===== src/rtl/ecp_regs_pkg.sv =====
package ecp_regs_pkg;

  typedef enum logic [2:0] {
    MD_STD  = 3'b000,
    MD_BYTE = 3'b001,
    MD_FIFO = 3'b010,
    MD_ECP  = 3'b011,
    MD_EPP  = 3'b100,
    MD_RSV  = 3'b101,
    MD_TEST = 3'b110,
    MD_CFG  = 3'b111
  } ecp_mode_e;

  localparam int OFS_CTL  = 'h002;
  localparam int OFS_FIFO = 'h400;
  localparam int OFS_CFGB = 'h401;
  localparam int OFS_ECR  = 'h402;

  // word-size field 01 in bits 5:4: 8-bit words
  localparam logic [7:0] CFGA_VAL = 8'h10;

  function automatic logic is_plain(input ecp_mode_e m);
    return (m == MD_STD) || (m == MD_BYTE);
  endfunction

  function automatic logic is_fifo_port(input ecp_mode_e m);
    return (m == MD_FIFO) || (m == MD_ECP) || (m == MD_TEST);
  endfunction

  function automatic logic is_line_mode(input ecp_mode_e m);
    return (m == MD_FIFO) || (m == MD_ECP);
  endfunction

endpackage


===== src/rtl/ecp_byte_fifo.sv =====
module ecp_byte_fifo #(
  parameter int W     = 8,
  parameter int DEPTH = 16,
  parameter int AW    = $clog2(DEPTH),
  parameter int CW    = AW + 1
) (
  input  logic          clk,
  input  logic          rst,
  input  logic          flush,
  input  logic          push,
  input  logic [W-1:0]  wdata,
  input  logic          pop,
  output logic [W-1:0]  head,
  output logic [CW-1:0] count,
  output logic          empty,
  output logic          full
);

  logic [W-1:0]  mem [DEPTH];
  logic [AW-1:0] wp, rp;
  logic          do_push, do_pop;

  assign empty   = (count == '0);
  assign full    = (count == CW'(DEPTH));
  assign do_push = push && !full;
  assign do_pop  = pop && !empty;
  assign head    = mem[rp];

  always_ff @(posedge clk) begin
    if (rst || flush) begin
      wp    <= '0;
      rp    <= '0;
      count <= '0;
    end else begin
      if (do_push) wp <= wp + 1'b1;
      if (do_pop)  rp <= rp + 1'b1;
      count <= count + CW'(do_push) - CW'(do_pop);
    end
  end

  always_ff @(posedge clk) begin
    if (do_push) mem[wp] <= wdata;
  end

endmodule


===== src/rtl/ecp_service.sv =====
module ecp_service
  import ecp_regs_pkg::*;
#(
  parameter int DEPTH  = 16,
  parameter int RD_THR = 8,
  parameter int WR_THR = 8,
  parameter int CW     = $clog2(DEPTH) + 1
) (
  input  logic          clk,
  input  logic          rst,
  input  ecp_mode_e     mode,
  input  logic          dir,
  input  logic          dma_en,
  input  logic          sw_wr,
  input  logic          sw_svc,
  input  logic          dma_tc,
  input  logic [CW-1:0] count,
  input  logic          full,
  output logic          svc,
  output logic          irq,
  output logic          dma_req
);

  localparam logic [CW-1:0] DEPTH_C = CW'(DEPTH);
  localparam logic [CW-1:0] RTHR_C  = CW'(RD_THR);
  localparam logic [CW-1:0] WTHR_C  = CW'(WR_THR);

  logic [CW-1:0] space;
  logic          thr_hit, hw_set;

  assign space   = DEPTH_C - count;
  assign thr_hit = dir ? (count >= RTHR_C) : (space >= WTHR_C);
  assign hw_set  = !svc && ((is_fifo_port(mode) && !dma_en && thr_hit) ||
                            (dma_en && dma_tc));

  always_ff @(posedge clk) begin
    if (rst) begin
      svc     <= 1'b1;
      irq     <= 1'b0;
      dma_req <= 1'b0;
    end else begin
      irq <= 1'b0;
      if (sw_wr) begin
        svc <= sw_svc;
      end else if (hw_set) begin
        svc <= 1'b1;
        irq <= 1'b1;
      end
      dma_req <= is_line_mode(mode) && !dir && dma_en && !svc && !full && !dma_tc;
    end
  end

endmodule


===== src/rtl/ecp_ctrl_regs.sv =====
module ecp_ctrl_regs
  import ecp_regs_pkg::*;
#(
  parameter int ADDR_W = 11,
  parameter int DEPTH  = 16,
  parameter int RD_THR = 8,
  parameter int WR_THR = 8
) (
  input  logic              clk,
  input  logic              rst,
  input  logic [ADDR_W-1:0] bus_addr,
  input  logic              bus_wr,
  input  logic              bus_rd,
  input  logic [7:0]        bus_wdata,
  output logic [7:0]        bus_rdata,
  input  logic              line_take,
  input  logic              line_give,
  input  logic [7:0]        line_din,
  output logic [7:0]        line_dout,
  output logic              line_valid,
  input  logic              dma_tc,
  output logic              dma_req,
  output logic              svc_irq
);

  localparam int CNT_W = $clog2(DEPTH) + 1;
  localparam logic [ADDR_W-1:0] A_CTL  = ADDR_W'(OFS_CTL);
  localparam logic [ADDR_W-1:0] A_FIFO = ADDR_W'(OFS_FIFO);
  localparam logic [ADDR_W-1:0] A_CFGB = ADDR_W'(OFS_CFGB);
  localparam logic [ADDR_W-1:0] A_ECR  = ADDR_W'(OFS_ECR);

  logic [7:0]       ctl_q;
  ecp_mode_e        mode_q, new_mode;
  logic             fmask_q, dmaen_q;
  logic             hit_ctl, hit_fifo, hit_cfgb, hit_ecr;
  logic             ecr_wr_ok, flush, dir;
  logic             bus_push, bus_pop, line_pop, line_push, push, pop;
  logic [7:0]       push_data, head, ecr_val;
  logic [CNT_W-1:0] fifo_cnt;
  logic             fifo_empty, fifo_full, svc;

  assign hit_ctl  = (bus_addr == A_CTL);
  assign hit_fifo = (bus_addr == A_FIFO);
  assign hit_cfgb = (bus_addr == A_CFGB);
  assign hit_ecr  = (bus_addr == A_ECR);

  assign new_mode  = ecp_mode_e'(bus_wdata[7:5]);
  assign ecr_wr_ok = bus_wr && hit_ecr &&
                     (is_plain(mode_q) || is_plain(new_mode) || (new_mode == mode_q));
  assign flush     = ecr_wr_ok && is_plain(new_mode);
  assign dir       = ctl_q[5];

  assign bus_push  = bus_wr && hit_fifo && is_fifo_port(mode_q);
  assign bus_pop   = bus_rd && hit_fifo && is_fifo_port(mode_q);
  assign line_pop  = line_take && is_line_mode(mode_q) && !dir && !bus_pop;
  assign line_push = line_give && is_line_mode(mode_q) && dir && !bus_push;
  assign push      = bus_push || line_push;
  assign pop       = bus_pop || line_pop;
  assign push_data = bus_push ? bus_wdata : line_din;

  assign ecr_val = {mode_q, fmask_q, dmaen_q, svc, fifo_full, fifo_empty};

  ecp_byte_fifo #(.W(8), .DEPTH(DEPTH)) u_fifo (
    .clk   (clk),
    .rst   (rst),
    .flush (flush),
    .push  (push),
    .wdata (push_data),
    .pop   (pop),
    .head  (head),
    .count (fifo_cnt),
    .empty (fifo_empty),
    .full  (fifo_full)
  );

  ecp_service #(.DEPTH(DEPTH), .RD_THR(RD_THR), .WR_THR(WR_THR)) u_svc (
    .clk     (clk),
    .rst     (rst),
    .mode    (mode_q),
    .dir     (dir),
    .dma_en  (dmaen_q),
    .sw_wr   (ecr_wr_ok),
    .sw_svc  (bus_wdata[2]),
    .dma_tc  (dma_tc),
    .count   (fifo_cnt),
    .full    (fifo_full),
    .svc     (svc),
    .irq     (svc_irq),
    .dma_req (dma_req)
  );

  always_ff @(posedge clk) begin
    if (rst) begin
      ctl_q   <= 8'h00;
      mode_q  <= MD_STD;
      fmask_q <= 1'b1;
      dmaen_q <= 1'b0;
    end else begin
      if (bus_wr && hit_ctl) ctl_q <= bus_wdata;
      if (ecr_wr_ok) begin
        mode_q  <= new_mode;
        fmask_q <= bus_wdata[4];
        dmaen_q <= bus_wdata[3];
      end
    end
  end

  always_ff @(posedge clk) begin
    if (rst) begin
      bus_rdata <= 8'h00;
    end else if (bus_rd) begin
      if (hit_ecr)                         bus_rdata <= ecr_val;
      else if (hit_ctl)                    bus_rdata <= ctl_q;
      else if (hit_fifo && mode_q == MD_CFG) bus_rdata <= CFGA_VAL;
      else if (bus_pop && !fifo_empty)     bus_rdata <= head;
      else if (hit_cfgb)                   bus_rdata <= 8'h00;
      else                                 bus_rdata <= 8'h00;
    end
  end

  always_ff @(posedge clk) begin
    if (rst) begin
      line_dout  <= 8'h00;
      line_valid <= 1'b0;
    end else begin
      line_valid <= line_pop && !fifo_empty;
      if (line_pop && !fifo_empty) line_dout <= head;
    end
  end

endmodule


===== config.mk =====
export PLATFORM = sky130hd
export DESIGN_NAME = ecp_ctrl_regs
export DESIGN_NICKNAME = d
export VERILOG_FILES = /design/src/rtl/ecp_regs_pkg.sv /design/src/rtl/ecp_byte_fifo.sv /design/src/rtl/ecp_service.sv /design/src/rtl/ecp_ctrl_regs.sv
export SDC_FILE = /design/constraint.sdc
export NUM_CORES = 1
export LEC_CHECK = 0
export ABC_AREA = 1
export CAP_MARGIN = 10
export CORE_MARGIN = 1
export CORE_UTILIZATION = 30
export CTS_BUF_LIST = sky130_fd_sc_hd__clkbuf_4 sky130_fd_sc_hd__clkbuf_8
export CTS_CLUSTER_SIZE = 8
export DETAILED_ROUTE_END_ITERATION = 6
export GPL_ROUTABILITY_DRIVEN = 0
export SETUP_SLACK_MARGIN = 0.05
export SKIP_LAST_GASP = 1
export SLEW_MARGIN = 20
export SYNTH_ARGS = -nofsm -noshare
export SYNTH_HDL_FRONTEND = slang
export SYNTH_HIERARCHICAL = 1
export SYNTH_SLANG_ARGS = --single-unit

===== constraint.sdc =====
create_clock -name clk -period 6.8 [get_ports clk]
set_input_delay 1.02 -clock clk [delete_from_list [all_inputs] [get_ports clk]]
set_output_delay 1.02 -clock clk [all_outputs]
set_load 0.01 [all_outputs]

[Yosys cells after proc, flatten, opt, wreduce, memory -nomap -nowiden]
Memory sizes are Yosys's and may differ from the RTL's. A register that Yosys moved wholly into a read port is not among the register bits.
Cells that the tools add are included.
Storage, ports and cells
  bits in registers: 46
  latch bits: 0
  RAM bits: 128
  bits in read-only memories: 0
  bits of input ports: 34
  logic and storage cells: 96
  memories: 1
Memories
  u_fifo.mem: depth 16, width 8, rd ports 1, clocked after memory_dff 1, write ports 1, line ecp_byte_fifo.sv:19  | logic [W-1:0] mem [DEPTH];
Operators by class
  add/subtract/negate cells: 5
  multiply operators: 0
  div/mod/pow operators: 0
  order comparisons: 2
  eq/ne operators: 11
  shift operators: 0
  muxes and demuxes: 13
  bitwise operators: 0
  reduce and logical (&&, ||, !) cells: 51
Operators with widths (number)
  $mux W8: 5
  $logic_and A1 B1 Y1: 28
  $eq A11 B11 Y1 const B: 2
  $eq A11 B2 Y1 const B: 1
  $ge A5 B4 Y1 const B: 2
  $logic_or A1 B1 Y1: 10
  $add A4 B1 Y4 const B: 2
  $logic_not A1 Y1: 8
  $mux W4: 2
  $eq A3 B1 Y1 const B: 2
  $eq A3 B2 Y1 const B: 2
  $eq A3 B3 Y1 const B: 2
  $logic_not A3 Y1: 2
  $mux W1: 6
  $add A5 B1 Y5: 1
  $eq A5 B5 Y1 const B: 1
  $logic_not A5 Y1: 1
  $sub A5 B1 Y5: 1
  $sub A5 B5 Y5 const A: 1
  $eq A3 B3 Y1: 1
  $reduce_bool A2 Y1: 1
  $reduce_or A2 Y1: 1

[Logic depth before layout (Yosys ltp)]
  word-level depth: 10
  mapped depth: 19
  gate-level depth less buffers: 17

[Modules after synthesis]
The synthesis kept the hierarchy.
Modules (own cells, without submodules)
  ecp_byte_fifo: instances 1, cells an instance 651, area each 6441.2 sq um, seq. area each 4184.0 sq um
  ecp_ctrl_regs: instances 1, cells an instance 267, area each 1667.8 sq um, seq. area each 600.6 sq um
  ecp_service: instances 1, cells an instance 29, area each 178.9 sq um, seq. area each 60.1 sq um

[Worst setup path before layout]
OpenSTA, ideal clock, no wires.
  path type: input-to-reg
  start: in bus_addr[1]
  end: reg u_fifo.count[4]
  arrival time: 3.452 ns
  setup slack: 3.235 ns
  stages on the path: 18
  cell sequence: or2_1 > nor2_2 > nand2_1 > or3_1 > buf_6 > buf_12 > nand2_1 > nand2_1 > ha_1 > inv_1 > ha_1 > fa_1 > nand2_1 > a21oi_1 > nor2_1 > nand2_1 > nand2_1 > nor2_1
On the way
  cells in the longest elaborated chain, start to end: 9
Ends and longest elaborated chain
  start, declared: line ecp_ctrl_regs.sv:11  | input logic [ADDR_W-1:0] bus_addr,
  $eq A11 B11 Y1 *: line ecp_ctrl_regs.sv:43  | assign hit_fifo = (bus_addr == A_FIFO);
  $logic_and A1 B1 Y1 * (2 in series): line ecp_ctrl_regs.sv:53  | assign bus_push = bus_wr && hit_fifo && is_fifo_port(mode_q);
  $logic_not A1 Y1: line ecp_ctrl_regs.sv:56  | assign line_push = line_give && is_line_mode(mode_q) && dir && !bus_push;
  $logic_and A1 B1 Y1: line ecp_ctrl_regs.sv:56
  $logic_or A1 B1 Y1 *: line ecp_ctrl_regs.sv:57  | assign push = bus_push || line_push;
  named net push: line ecp_ctrl_regs.sv:37  | logic bus_push, bus_pop, line_pop, line_push, push, pop;
  $logic_and A1 B1 Y1 *: line ecp_byte_fifo.sv:25  | assign do_push = push && !full;
  $add A5 B1 Y5 *: line ecp_byte_fifo.sv:37  | count <= count + CW'(do_push) - CW'(do_pop);
  $sub A5 B1 Y5 *: line ecp_byte_fifo.sv:37
  end signal, assigned: line ecp_byte_fifo.sv:37
  end, declared: line ecp_byte_fifo.sv:14  | output logic [CW-1:0] count,
Mark *: on every way through the listed nets, which the timed path passes. The rest lies on a longest branch.
A chain may end at the register's enable or synchronous reset.

[Worst setup path after layout]
Ends and elaborated chain as after synthesis.

==> metrics.txt <==
# TYPE chip_impl_metric gauge
chip_impl_info{name="endpoint_kind",value="flip-flop"} 1
chip_impl_metric{name="count_of_flip_flops_with_a_built_in_enable_after_synthesis",unit=""} 128
chip_impl_metric{name="die_h",unit="um"} 168
chip_impl_metric{name="cts-htree-levels",unit=""} 4
chip_impl_metric{name="cell_count_after_synthesis",unit=""} 947
chip_impl_metric{name="setup-tns-final",unit="ns"} 0
chip_impl_metric{name="clock-sinks",unit=""} 178
chip_impl_metric{name="pin_count_of_the_biggest_net_entering_global_routing",unit=""} 66
chip_impl_metric{name="p_leak",unit="nW"} 3.99
chip_impl_info{name="worstHoldPathType",value="reg2reg"} 1
chip_impl_metric{name="critPathRequiredTime",unit="ns"} 7.17
chip_impl_metric{name="synth.ff_latch_count",unit=""} 178
chip_impl_info{name="slowest_stage_cell_on_the_critical_path",value="sky130_fd_sc_hd__or3_1"} 1
chip_impl_metric{name="buffer_depth_of_the_longest_clock_path",unit=""} 2
chip_impl_metric{name="core",unit="sq um"} 27000
chip_impl_metric{name="r2r.worst_path.cells",unit=""} 13
chip_impl_metric{name="cts_buffers",unit=""} 17
chip_impl_info{name="path_cells",value="clkdlybuf4s50_1, or2_1, nor2_2, nand2_1, or3_1, nand2_1, nand2_1, ha_1, inv_1, ha_1, fa_1, nand2_1, a21oi_1, nor2_1, nand2_1, nand2_1, nor2_1"} 1
chip_impl_info{name="tritoncts",value="yes"} 1
chip_impl_info{name="synth.area.top_cells",value="sky130_fd_sc_hd__edfxtp_1, sky130_fd_sc_hd__nand2_1, sky130_fd_sc_hd__dfxtp_1, sky130_fd_sc_hd__inv_1, sky130_fd_sc_hd__nand3_1"} 1
chip_impl_metric{name="port_buffers",unit=""} 52
chip_impl_metric{name="slowest_delay",unit="ns"} 0.61
chip_impl_metric{name="average_cell_area_after_synthesis",unit="sq um"} 8.75
chip_impl_metric{name="first_global_vias",unit=""} 5780
chip_impl_metric{name="num_rows",unit=""} 60
chip_impl_metric{name="area_growth_syn_to_layout",unit="%"} 14.1
chip_impl_metric{name="dr_total_vias",unit=""} 6112
chip_impl_metric{name="multi_input_logic_area",unit="sq um"} 2570
chip_impl_metric{name="r2r_slack",unit="ns"} 3.61
chip_impl_metric{name="layout.nets",unit=""} 1035
chip_impl_metric{name="relSlewSlack",unit="%"} 33.5
chip_impl_metric{name="route.final.wire_length",unit="um"} 19600
chip_impl_metric{name="fin_crit_sh",unit="%"} 57.3
chip_impl_metric{name="start_util",unit="%"} 30.7
chip_impl_metric{name="num_io_pins",unit=""} 53
chip_impl_info{name="cts_root_buffer",value="sky130_fd_sc_hd__clkbuf_8"} 1
chip_impl_metric{name="drt_drc_violations_left",unit=""} 0
chip_impl_info{name="synthMostInstantiatedCell",value="sky130_fd_sc_hd__nand2_1"} 1
chip_impl_metric{name="num-fill-cells",unit=""} 2796
chip_impl_metric{name="synthDistinctLibCells",unit=""} 31
chip_impl_metric{name="final_cells",unit=""} 1343
chip_impl_metric{name="synth_area",unit="sq um"} 8290
chip_impl_metric{name="yosys_warnings",unit=""} 6
chip_impl_metric{name="path_max_fanout",unit=""} 17
chip_impl_info{name="critical_path.most_common_cell",value="sky130_fd_sc_hd__nand2_1"} 1
chip_impl_info{name="critical_path.startpoint",value="bus_addr[1]"} 1
chip_impl_metric{name="clk_transition_reported_paths",unit="ns"} 0.10
chip_impl_metric{name="finalWorstPathRequiredPeriod",unit="ns"} 3.89
chip_impl_metric{name="drt_iter0_drc",unit=""} 581
chip_impl_metric{name="synth_fp_nets",unit=""} 993
chip_impl_info{name="min_from",value="ctl_q[1]"} 1
chip_impl_metric{name="max_slew.worst_pin.slew",unit="ns"} 0.998
chip_impl_metric{name="placedInstanceArea",unit="sq um"} 9030
chip_impl_metric{name="maxSlewViolCount",unit=""} 0
chip_impl_info{name="timing.critical_path.max_delay_family",value="simple AND/OR/NAND/NOR gates"} 1
chip_impl_info{name="synthFlopType",value="sky130_fd_sc_hd__edfxtp_1"} 1
chip_impl_metric{name="fmaxAchievable",unit="MHz"} 257
chip_impl_metric{name="fin_ws",unit="ns"} 2.91
chip_impl_metric{name="netlist.area_leader.share",unit="%"} 46.4
chip_impl_metric{name="vdd_drop_max",unit="mV"} 0.133
chip_impl_metric{name="place_ws",unit="ns"} 2.45
chip_impl_metric{name="setup_viol_count_final",unit=""} 0
chip_impl_metric{name="globalRouteTotalUtil",unit="%"} 14.3
chip_impl_metric{name="final_layout_size_suffix_gt1_share",unit="%"} 5.29
chip_impl_info{name="synth_area_leader_cell",value="sky130_fd_sc_hd__edfxtp_1"} 1
chip_impl_metric{name="post_synth_arst_share",unit="%"} 0
chip_impl_metric{name="hpwl",unit="um"} 13300
chip_impl_metric{name="globalRoute.totalOverflow",unit=""} 0
chip_impl_metric{name="design.die.area",unit="sq um"} 28300
chip_impl_info{name="rsz_0062_raised_after_global_routing",value="false"} 1
chip_impl_metric{name="postCtsHoldBufs",unit=""} 0
chip_impl_info{name="r2r_end",value="bus_rdata[5]"} 1
chip_impl_metric{name="routed_via_density",unit=""} 4.55
chip_impl_metric{name="wire_per_inst",unit="um"} 14.6
chip_impl_metric{name="synth-seq-area-share",unit="%"} 58.5
chip_impl_metric{name="maxCapViolCount",unit=""} 0
chip_impl_metric{name="crit_cells",unit=""} 17
chip_impl_metric{name="number_of_antenna_violations_at_the_first_check_in_global_routing",unit=""} 0
chip_impl_metric{name="fin_area",unit="sq um"} 9460
chip_impl_metric{name="hold_viol",unit=""} 0
chip_impl_metric{name="place.detailed.instances",unit=""} 1311
chip_impl_metric{name="antenna-diode-count",unit=""} 0
chip_impl_metric{name="worst_skew_pair.late_latency",unit="ns"} 0.46
chip_impl_metric{name="cts.repair_timing.setup_buffer_count",unit=""} 0
chip_impl_metric{name="floorplan.die.width",unit="um"} 168
chip_impl_info{name="status",value="finished, final reports clean"} 1
chip_impl_info{name="setup.worst_path.end",value="u_fifo/count[4]"} 1
chip_impl_metric{name="cp_data_arrival_time",unit="ns"} 4.26
chip_impl_metric{name="post_cts.resized_instances",unit=""} 0
chip_impl_metric{name="count_of_tritonroute_iterations_in_the_first_routing_pass",unit=""} 5
chip_impl_metric{name="fin_skew",unit="ns"} 0.0162
chip_impl_metric{name="timing.critical_path.buf_inv",unit=""} 2
chip_impl_metric{name="final_antenna_net_count",unit=""} 0
chip_impl_metric{name="wire_length_of_the_first_global_routing_pass",unit="um"} 31000
chip_impl_metric{name="totalPowerFinal",unit="mW"} 2.00
chip_impl_metric{name="regArea",unit="sq um"} 4850
chip_impl_info{name="synth.cells.most_frequent",value="sky130_fd_sc_hd__nand2_1, sky130_fd_sc_hd__inv_1, sky130_fd_sc_hd__edfxtp_1"} 1
chip_impl_info{name="cp-start-kind",value="primary input"} 1
chip_impl_info{name="setup.worst_path.class",value="in2reg"} 1
chip_impl_metric{name="pwr_density_cell",unit="nW/um^2"} 212
[worst register-to-register path, cell delays in order, from the launching register on]
cell and delay [ns]:
sky130_fd_sc_hd__dfxtp_2 0.32, sky130_fd_sc_hd__buf_4 0.55, sky130_fd_sc_hd__clkinv_2 0.96, sky130_fd_sc_hd__nand2_1 0.27
sky130_fd_sc_hd__nand3_1 0.11, sky130_fd_sc_hd__nand3_1 0.16, sky130_fd_sc_hd__nand3_1 0.15, sky130_fd_sc_hd__nand2_1 0.15
sky130_fd_sc_hd__nand2_1 0.07, sky130_fd_sc_hd__inv_1 0.07, sky130_fd_sc_hd__nand2_1 0.06, sky130_fd_sc_hd__nand2_1 0.08
sky130_fd_sc_hd__nand2_1 0.05, sky130_fd_sc_hd__a21oi_1 0.10
[how the worst min path moves through the flow]
| stage | endpoint | cells past startpoint |
|---|---|---|
| after global placement | ctl_q[3] | 2 |
| final | ctl_q[1] | 2 |
| after CTS | ctl_q[1] | 2 |
| after global routing | ctl_q[2] | 2 |
| after detailed placement | ctl_q[3] | 2 |
| after floorplan | ctl_q[7] | 2 |
[cells by family after synthesis]
| logic type | count (synthesis) | share of synthesized area (%) |
|---|---|---|
| XOR/XNOR | 6 | 0.634 |
| AND/OR/NAND/NOR | 481 | 24.1 |
| flip-flops | 178 | 58.5 |
| buffers and inverters | 205 | 10.6 |
| AO/OA/AOI/OAI | 65 | 4.36 |
| adder cells (fa/ha/maj) | 12 | 1.90 |
[through the flow]
step | util [%] | hold WS, ns
2_1_floorplan | - | 0.423
3_3_place_gp | 33.4 | 0.438
3_5_place_dp | 33.4 | 0.442
4_1_cts | 35.0 | 0.458
5_1_grt | 35.0 | 0.488
6_report | 35.0 | 0.457
[per-layer routing]
layer | global-route usage (%) | wire [um] | up-vias
met4 | 4.39 | 341 | 0
met2 | 23.2 | 9160 | 171
met1 | 19.3 | 9020 | 2841
li1 | - | - | 3074
met3 | 2.63 | 1100 | 26
met5 | 0 | 0 | -
[power breakdown]
group	internal (mW)	switching, mW	total [mW]
sequential	1.16	0.0000436	1.16
combinational	0.0230	0.0373	0.0604
clock	0.377	0.407	0.784
total	1.56	0.445	2.00
[state kept, by name (all words and copies together) (netlist names), named ones only]
signal,count
u_fifo/wp,4
mode_q,3
u_svc/dma_req,1
dmaen_q,1
ctl_q,8
u_fifo/mem,128
u_fifo/count,5
line_dout,8
line_valid,1
fmask_q,1
u_svc/svc,1
u_svc/irq,1
u_fifo/rp,4
bus_rdata,8
[placed cells by master (no fill, tap or decap), drive strengths merged, types with 2 or more instances in the layout]
master | synthesis | layout
a21oi | 27 | 27
buf | 25 | 2
bufinv | 0 | 3
clkbuf | 6 | 17
clkdlybuf4s50 | 0 | 52
clkinv | 0 | 4
dfxtp | 50 | 50
edfxtp | 128 | 128
ha | 11 | 11
inv | 174 | 181
nand2 | 274 | 274
nand3 | 113 | 113
nand4 | 3 | 3
nor2 | 84 | 84
nor3 | 2 | 2
o21ai | 36 | 36
xnor2 | 3 | 3
xor2 | 3 | 3
[cell type report]
type	count	share of cell area, %
flip-flops and latches	178	51.2
multi-input cells	564	27.1
inverters	174	6.92
repair buffers	54	5.66
well taps	341	4.51
clock buffers	17	2.47
clock inverters	15	2.08
Power figures use the tool's default switching activity.
